`src/rtl/tcc_pkg.sv`:
```
package tcc_pkg;

  typedef enum logic [1:0] {
    ACT_NONE = 2'b00,
    ACT_LOW  = 2'b01,
    ACT_HIGH = 2'b10,
    ACT_TOG  = 2'b11
  } pin_act_e;

  typedef struct packed {
    logic     is_capt;
    logic     out_en;
    logic     init_lvl;
    pin_act_e act;
    logic     cap_rise;
    logic     cap_fall;
  } chan_mode_t;

  function automatic chan_mode_t decode_mode(input logic [3:0] code);
    chan_mode_t m;
    m.is_capt  = code[3];
    m.out_en   = !code[3] && (code[1:0] != 2'b00);
    m.init_lvl = !code[3] && code[2];
    m.act      = code[3] ? ACT_NONE : pin_act_e'(code[1:0]);
    m.cap_rise = code[3] && (code[1] || !code[0]);
    m.cap_fall = code[3] && (code[1] || code[0]);
    return m;
  endfunction

  function automatic logic pin_after_match(input pin_act_e a, input logic cur);
    case (a)
      ACT_LOW:  return 1'b0;
      ACT_HIGH: return 1'b1;
      ACT_TOG:  return !cur;
      default:  return cur;
    endcase
  endfunction

endpackage

```
`src/rtl/tcc_edge_sync.sv`:
```
module tcc_edge_sync #(
  parameter int STAGES = 2
) (
  input  logic clk,
  input  logic rst_n,
  input  logic pin_i,
  output logic rise_o,
  output logic fall_o
);
  localparam int LAST = STAGES;

  logic [LAST:0] chain_q;

  always_ff @(posedge clk) begin
    if (!rst_n) chain_q[0] <= 1'b0;
    else        chain_q[0] <= pin_i;
  end

  for (genvar g = 1; g <= LAST; g++) begin : g_stage
    always_ff @(posedge clk) begin
      if (!rst_n) chain_q[g] <= 1'b0;
      else        chain_q[g] <= chain_q[g-1];
    end
  end

  assign rise_o = chain_q[LAST-1] && !chain_q[LAST];
  assign fall_o = !chain_q[LAST-1] && chain_q[LAST];

endmodule

```
`src/rtl/tcc_gr_reg.sv`:
```
module tcc_gr_reg
  import tcc_pkg::*;
#(
  parameter int CNT_W = 16
) (
  input  logic             clk,
  input  logic             rst_n,
  input  logic [CNT_W-1:0] cnt_i,
  input  logic             sw_wr_i,
  input  logic [CNT_W-1:0] sw_data_i,
  input  logic             buf_i,
  input  chan_mode_t       mode_i,
  input  logic             rise_i,
  input  logic             fall_i,
  output logic [CNT_W-1:0] gr_o,
  output logic             match_o,
  output logic             capt_o
);
  logic [CNT_W-1:0] gr_q;
  logic             edge_sel;

  assign edge_sel = (rise_i && mode_i.cap_rise) || (fall_i && mode_i.cap_fall);
  assign capt_o   = !buf_i && mode_i.is_capt && edge_sel;
  assign match_o  = !buf_i && !mode_i.is_capt && (cnt_i == gr_q);

  always_ff @(posedge clk) begin
    if (!rst_n)       gr_q <= '0;
    else if (capt_o)  gr_q <= cnt_i;
    else if (sw_wr_i) gr_q <= sw_data_i;
  end

  assign gr_o = gr_q;

  AST_CAPT_LOADS_COUNT: assert property (@(posedge clk) disable iff (!rst_n)
    capt_o |=> gr_q == $past(cnt_i));

  AST_BUF_HOLDS_REG: assert property (@(posedge clk) disable iff (!rst_n)
    (buf_i && !sw_wr_i) |=> gr_q == $past(gr_q));

endmodule

```
`src/rtl/tcc_pin_ctl.sv`:
```
module tcc_pin_ctl
  import tcc_pkg::*;
(
  input  logic       clk,
  input  logic       rst_n,
  input  logic       ctrl_wr_i,
  input  chan_mode_t new_mode_i,
  input  chan_mode_t cur_mode_i,
  input  logic       match_i,
  output logic       pin_o,
  output logic       pin_oe_o
);
  logic pin_q, oe_q;

  always_ff @(posedge clk) begin
    if (!rst_n) begin
      pin_q <= 1'b0;
      oe_q  <= 1'b0;
    end else if (ctrl_wr_i) begin
      oe_q  <= new_mode_i.out_en;
      pin_q <= new_mode_i.out_en && new_mode_i.init_lvl;
    end else if (match_i && cur_mode_i.out_en) begin
      pin_q <= pin_after_match(cur_mode_i.act, pin_q);
    end
  end

  assign pin_o    = pin_q;
  assign pin_oe_o = oe_q;

  AST_INIT_LEVEL: assert property (@(posedge clk) disable iff (!rst_n)
    (ctrl_wr_i && new_mode_i.out_en) |=> pin_oe_o && (pin_o == $past(new_mode_i.init_lvl)));

  AST_TOGGLE_FLIPS: assert property (@(posedge clk) disable iff (!rst_n)
    (match_i && cur_mode_i.out_en && cur_mode_i.act == ACT_TOG && !ctrl_wr_i)
      |=> pin_o != $past(pin_o));

  AST_NO_DRIVE_IN_CAPT: assert property (@(posedge clk) disable iff (!rst_n)
    cur_mode_i.is_capt |-> !pin_oe_o);

endmodule

```
`src/rtl/tcc_channel.sv`:
```
module tcc_channel
  import tcc_pkg::*;
#(
  parameter int CNT_W       = 16,
  parameter int SYNC_STAGES = 2
) (
  input  logic             clk,
  input  logic             rst_n,
  input  logic [CNT_W-1:0] cnt_i,
  input  logic             wr_en_i,
  input  logic             wr_sel_i,
  input  logic [CNT_W-1:0] wr_data_i,
  input  logic             buf_mode_i,
  input  logic             pin_i,
  output logic [3:0]       ctrl_o,
  output logic [CNT_W-1:0] gr_o,
  output logic             pin_o,
  output logic             pin_oe_o,
  output logic             match_o,
  output logic             capt_o
);
  localparam int CODE_W = 4;

  logic [CODE_W-1:0] ctrl_q;
  logic              ctrl_wr, gr_wr;
  chan_mode_t        cur_mode, new_mode;
  logic              rise_w, fall_w;
  logic              match_w, capt_w;

  assign ctrl_wr  = wr_en_i && !wr_sel_i;
  assign gr_wr    = wr_en_i && wr_sel_i;
  assign cur_mode = decode_mode(ctrl_q);
  assign new_mode = decode_mode(wr_data_i[CODE_W-1:0]);

  always_ff @(posedge clk) begin
    if (!rst_n)       ctrl_q <= '0;
    else if (ctrl_wr) ctrl_q <= wr_data_i[CODE_W-1:0];
  end

  tcc_edge_sync #(.STAGES(SYNC_STAGES)) u_sync (
    .clk    (clk),
    .rst_n  (rst_n),
    .pin_i  (pin_i),
    .rise_o (rise_w),
    .fall_o (fall_w)
  );

  tcc_gr_reg #(.CNT_W(CNT_W)) u_gr (
    .clk       (clk),
    .rst_n     (rst_n),
    .cnt_i     (cnt_i),
    .sw_wr_i   (gr_wr),
    .sw_data_i (wr_data_i),
    .buf_i     (buf_mode_i),
    .mode_i    (cur_mode),
    .rise_i    (rise_w),
    .fall_i    (fall_w),
    .gr_o      (gr_o),
    .match_o   (match_w),
    .capt_o    (capt_w)
  );

  tcc_pin_ctl u_pin (
    .clk        (clk),
    .rst_n      (rst_n),
    .ctrl_wr_i  (ctrl_wr),
    .new_mode_i (new_mode),
    .cur_mode_i (cur_mode),
    .match_i    (match_w),
    .pin_o      (pin_o),
    .pin_oe_o   (pin_oe_o)
  );

  assign ctrl_o  = ctrl_q;
  assign match_o = match_w;
  assign capt_o  = capt_w;

  AST_BUF_SILENCES_EVENTS: assert property (@(posedge clk) disable iff (!rst_n)
    buf_mode_i |-> !match_o && !capt_o);

endmodule

```
`config.mk`:
```
export PLATFORM = sky130hd
export DESIGN_NAME = tcc_channel
export DESIGN_NICKNAME = d
export VERILOG_FILES = /design/src/rtl/tcc_pkg.sv /design/src/rtl/tcc_edge_sync.sv /design/src/rtl/tcc_gr_reg.sv /design/src/rtl/tcc_pin_ctl.sv /design/src/rtl/tcc_channel.sv
export SDC_FILE = /design/constraint.sdc
export NUM_CORES = 1
export LEC_CHECK = 0
export BUFFER_PORTS_ARGS = -buffer_cell sky130_fd_sc_hd__buf_4
export CORE_AREA = 3 3 61 63
export DETAILED_ROUTE_END_ITERATION = 8
export DIE_AREA = 0 0 64 66
export PLACE_DENSITY = 0.75
export SLEW_MARGIN = 40
export SYNTH_ARGS = -nofsm -noshare
export SYNTH_HDL_FRONTEND = slang
export SYNTH_SLANG_ARGS = --single-unit
```
`constraint.sdc`:
```
create_clock -name clk -period 1.35 [get_ports clk]
set_input_delay 0.27 -clock clk [delete_from_list [all_inputs] [get_ports clk]]
set_output_delay 0.27 -clock clk [all_outputs]
set_load 0.1 [all_outputs]
```
Yosys cells after proc, flatten, opt, wreduce, memory -nomap -nowiden
Index checks and enable logic that the tools add are counted.
- word-level logic and storage cells: 51
- register bits: 25
- equality and inequality tests: 4
- mux-type cells: 6
- reductions and logical operators: 34
- operator list (kind ; number):
    $mux 16 ; 2
    $logic_and 1x1->1 ; 17
    $eq 16x16->1 ; 1
    $logic_not 1->1 ; 8
    $reduce_bool 2->1 ; 4
    $eq 2x2->1 const B ; 2
    $reduce_bool 4->1 ; 1
    $logic_or 1x1->1 ; 3
    $pmux 1 s3 ; 1
    $eq 2x1->1 const B ; 1
    $mux 1 ; 2
    $mux 2 ; 1
    $reduce_and 2->1 ; 1

Logic depth before layout (Yosys ltp)
- depth after elaboration: 7
- depth in mapped cells: 6
- gate-level depth less buffers: 5

Modules after synthesis
Synthesis repeated with hierarchy kept, for this count alone.
- cell total of the unflattened synthesis: 157
- area total of the unflattened synthesis: 1462.7 um2
- by module, submodules not included (module ; area an instance (um2) ; instances ; seq. area each (um2) ; cells an instance):
    tcc_gr_reg ; 954.7 ; 1 ; 320.3 ; 96
    tcc_channel ; 277.8 ; 1 ; 80.1 ; 37
    tcc_pin_ctl ; 138.9 ; 1 ; 40.0 ; 16
    tcc_edge_sync ; 91.3 ; 1 ; 60.1 ; 8

Worst setup path before layout
OpenSTA, ideal clock, no wires.
- kind: register -> output
- from: register ctrl_q[0], in the netlist ctrl_o[0]
- to: output port capt_o
- cell stages (with the launch flop): 6
- slack: -1242 ps
- data arrival time: 2322 ps
- cells stage by stage: dfxtp_1 -> o21ai_0 -> o22ai_2 -> nand3b_4 -> buf_6 -> inv_1
- word-level cells in the longest chain between the ends: 6
- elaborated cells on any way between the ends: 9
- ends and longest elaborated chain (what ; RTL line ; text):
    from (decl) ; tcc_channel.sv:24 ; logic [CODE_W-1:0] ctrl_q;
    from (signal assigned) ; tcc_channel.sv:37 ; else if (ctrl_wr) ctrl_q <= wr_data_i[CODE_W-1:0];
    $logic_not 1->1 ; tcc_pkg.sv:25 ; m.cap_rise = code[3] && (code[1] || !code[0]);
    $logic_or 1x1->1 ; tcc_pkg.sv:25 ;
    $logic_and 1x1->1 ; tcc_pkg.sv:25 ;
    $logic_and 1x1->1 ; tcc_gr_reg.sv:22 ; assign edge_sel = (rise_i && mode_i.cap_rise) || (fall_i && mode_i.cap_fall);
    $logic_or 1x1->1 (*) ; tcc_gr_reg.sv:22 ;
    $logic_and 1x1->1 (*) ; tcc_gr_reg.sv:23 ; assign capt_o = !buf_i && mode_i.is_capt && edge_sel;
    to (decl) ; tcc_channel.sv:20 ; output logic capt_o
Mark *: on every way between the ends. The rest lies on a longest branch, timed or not.

Worst setup path after layout
- from: register u_gr.gr_q[10], in the netlist u_gr.gr_o[10]
- to: output port match_o
- word-level cells in the longest chain between the ends: 2
- ends and longest elaborated chain (what ; RTL line ; text):
    from (decl) ; tcc_gr_reg.sv:19 ; logic [CNT_W-1:0] gr_q;
    from (signal assigned) ; tcc_gr_reg.sv:28 ; else if (capt_o) gr_q <= cnt_i;
    from (signal assigned) ; tcc_gr_reg.sv:29 ; else if (sw_wr_i) gr_q <= sw_data_i;
    $eq 16x16->1 ; tcc_gr_reg.sv:24 ; assign match_o = !buf_i && !mode_i.is_capt && (cnt_i == gr_q);
    $logic_and 1x1->1 ; tcc_gr_reg.sv:24 ;
    to (decl) ; tcc_channel.sv:19 ; output logic match_o,
No other way between the ends.

==> flow_metrics.py <==
metrics = {
    "floorplan": {
        "rows": 21,
        "start_util_pct": 45.1,
        "io_pins": 62,
        "die_h_um": 66,
        "coreArea_mm2": 0.00328,
        "die_x_um": 64,
        "die-area_mm2": 0.00422,
    },
    "sta": {
        "post-route-period-util_pct": 149,
        "setup_ws_ps": -665,
        "hold_viol": 0,
        "worst_hold_slack_ps": 157,
        "tightest_slew_ps": 361,
        "max_slew_margin_pct": 75.3,
        "skew_ps": 1.95,
        "slew_viol_final": 0,
        "rsz0062_at_grt": "yes",
        "max_freq_ghz": 0.496,
        "min_period_ps": 2020,
        "setup_viol": 19,
    },
    "worst_setup_path": {
        "critical_path.max_fanout": 2,
        "reg2reg_slack_ps": -170,
        "critPathRequiredTime_ps": 1080,
        "crit_arrival_ps": 1750,
        "regToRegStartpoint": "u_gr.gr_o[10]",
        "cpPeakStageDelay_ps": 390,
        "worst-setup-path-type": "flip-flop to output port",
        "reg2reg_to": "u_pin.pin_o",
        "cp-end-kind": "output port",
        "crit_family": "simple AND/OR/NAND/NOR gates",
        "r2r_cells": 6,
        "path_buf_inv": 1,
        "crit_chain": "xnor2_2 > nand4_1 > nor4_2 > and2_4 > buf_12",
        "cp_slowest_cell": "dfxtp_4",
        "critPathLaunchType": "flip-flop",
    },
    "placement": {
        "place.gp.congestion": 0.783,
        "port_buffers": 61,
        "placed_cells": 286,
        "hpwl_um": 3310,
    },
    "synthesis": {
        "post-synth-top-count-cell": "nand2_1",
        "yosysTopAreaCellShare_pct": 33.8,
        "synth-edff-count": 0,
        "synth_common_cells": "nand2_1 (26), dfxtp_1 (25), nand3_1 (20)",
        "syn-cell-area_mm2": 0.00148,
        "ys_seq_elements": 25,
        "async_flop_share_pct": 0,
        "avgSynthCellArea_um2": 9.31,
        "syn_inst": 159,
        "yosys_warnings": 0,
        "synth_top_area_cell": "dfxtp_1",
        "synth-main-ff-cell": "dfxtp_1",
        "synth_area_leaders": "dfxtp_1 (34%), o211a_1 (11%), xnor2_1 (8.9%)",
        "yosysUniqueCellTypes": 30,
        "synthesis.nets": 197,
        "yosysSeqAreaShare_pct": 33.8,
    },
    "drt": {
        "drtIter0Drc": 85,
        "viasPerCell": 5.25,
        "drtPass1Iterations": 4,
        "num_vias": 1550,
        "routed_wl_um": 4920,
        "drt.antenna.violating_nets": 0,
        "post-route-drc-count": 0,
        "wl_per_cell_um": 16.7,
    },
    "clock_network": {
        "clockRootBuffer": "clkbuf_4",
        "cts_buffer_depth": 2,
        "ctsHtreeMaxLevel": 1,
        "cts_tree": "built",
        "clkTransAtPathRegs_ps": 140,
        "clkLatencyLatePin_ps": 310,
        "clkSinkCount": 25,
        "cts_buffers": 3,
    },
    "final_layout": {
        "insertedDiodeCount": 0,
        "final_util_pct": 76.8,
        "drive_gt1_share_pct": 60.2,
        "finalNonFillerCells": 295,
        "nNetsFinal": 288,
        "area.growth.synth_to_final_pct": 70.5,
    },
    "power_and_ir_drop": {
        "peakVddDrop_uv": 428,
        "finalPower_mw": 1.83,
        "leakage_nw": 1.31,
        "power_density_mw_per_mm2": 723,
    },
    "worst_hold_path": {
        "min_delay_worst_endpoint": "u_sync.chain_q[0]",
        "hold_path_depth": 2,
        "hold_class": "input pin to flip-flop",
        "hold_start": "pin_i",
    },
    "outcome": {
        "outcome": "complete, but fails checks",
        "violations": "negative setup slack",
    },
    "global_route": {
        "grt.overflow.total": 0,
        "grt_pass1_wl_um": 7480,
        "track_usage_pct": 23.0,
        "grt_max_degree": 27,
        "first_global_vias": 1563,
        "antenna_found_initial": 0,
    },
    "run": {
        "cap_violations": 0,
    },
}
worst max path at each step:
stage / from / end / depth (start not counted)
floorplan: ctrl_o[0] / capt_o / 5
global placement: cnt_i[9] / match_o / 6
detailed placement: cnt_i[9] / match_o / 6
CTS: u_gr.gr_o[10] / match_o / 5
global route: u_gr.gr_o[10] / match_o / 5
finish: u_gr.gr_o[10] / match_o / 5
worst register-to-register path, stage by stage, from the launching register on:
cell and delay [ps]:
dfxtp_4 390, xnor2_2 160, nand4_1 180, nor4_2 320
buf_4 180, a31oi_4 70, mux2i_1 120
cell usage in the layout (no fill, tap or decap), drive strengths merged, types with 4 or more instances in the layout:
master,n
a21boi,4
and2,4
buf,96
clkbuf,5
dfxtp,25
nand2,26
nand3,33
o211a,16
xnor2,15
cell families (layout without fill, tap and decap cells):
logic type | Yosys count | count (layout) | share of synthesized area, %
compound gates | 26 | 26 | 15.7
xor+xnor | 16 | 16 | 9.47
buf+inv | 13 | 103 | 8.71
flops | 25 | 25 | 33.8
mux | 1 | 1 | 0.676
simple gates | 78 | 78 | 31.6
where the power goes:
group | internal (mW) | leakage, nW | switching, mW | total (mW)
logic | 0.288 | 1.08 | 0.412 | 0.700
registers | 0.757 | 0.219 | 0.0275 | 0.784
clock network | 0.115 | 0.0150 | 0.225 | 0.340
cell type report:
class                           count  area (µm²)
Multi-Input combinational cell    121         930
Timing Repair Buffer               97         930
Fill cell                         221         761
Sequential cell                    25         569
Tap cell                           46        57.6
Clock buffer                        4        26.3
Inverter                            2        11.3
state kept, by name, summed over array words and instances, names as in the netlist:
signal          flops
u_pin.pin_oe_o      1
ctrl_o              4
u_gr.gr_o          16
u_sync.chain_q      3
u_pin.pin_o         1
timing repair:
action                                  4_1_cts  5_1_grt
pin swaps                                    10        5
endpoints found under the setup margin       20       30
gates resized for setup                      30       20
gates cloned                                  2        1
setup buffers                                 3        1
hold buffers                                  0        0
routing by layer:
layer	vias up	GRT usage (%)	routed length, µm
met5	-	0	0
met4	0	5.93	112
met3	10	3.91	337
met2	76	44.6	2680
met1	723	25.4	1780
li1	741	-	-
through the flow:
step	cell area [µm²]	TNS [ps]	setup slack, ps
floorplan	1560	-1880	-406
global placement	2190	-726	-469
detailed placement	2190	-836	-425
CTS	2420	-1980	-567
global route	2520	-2660	-738
finish	2520	-1840	-665
(Power assumes the default switching activity.)
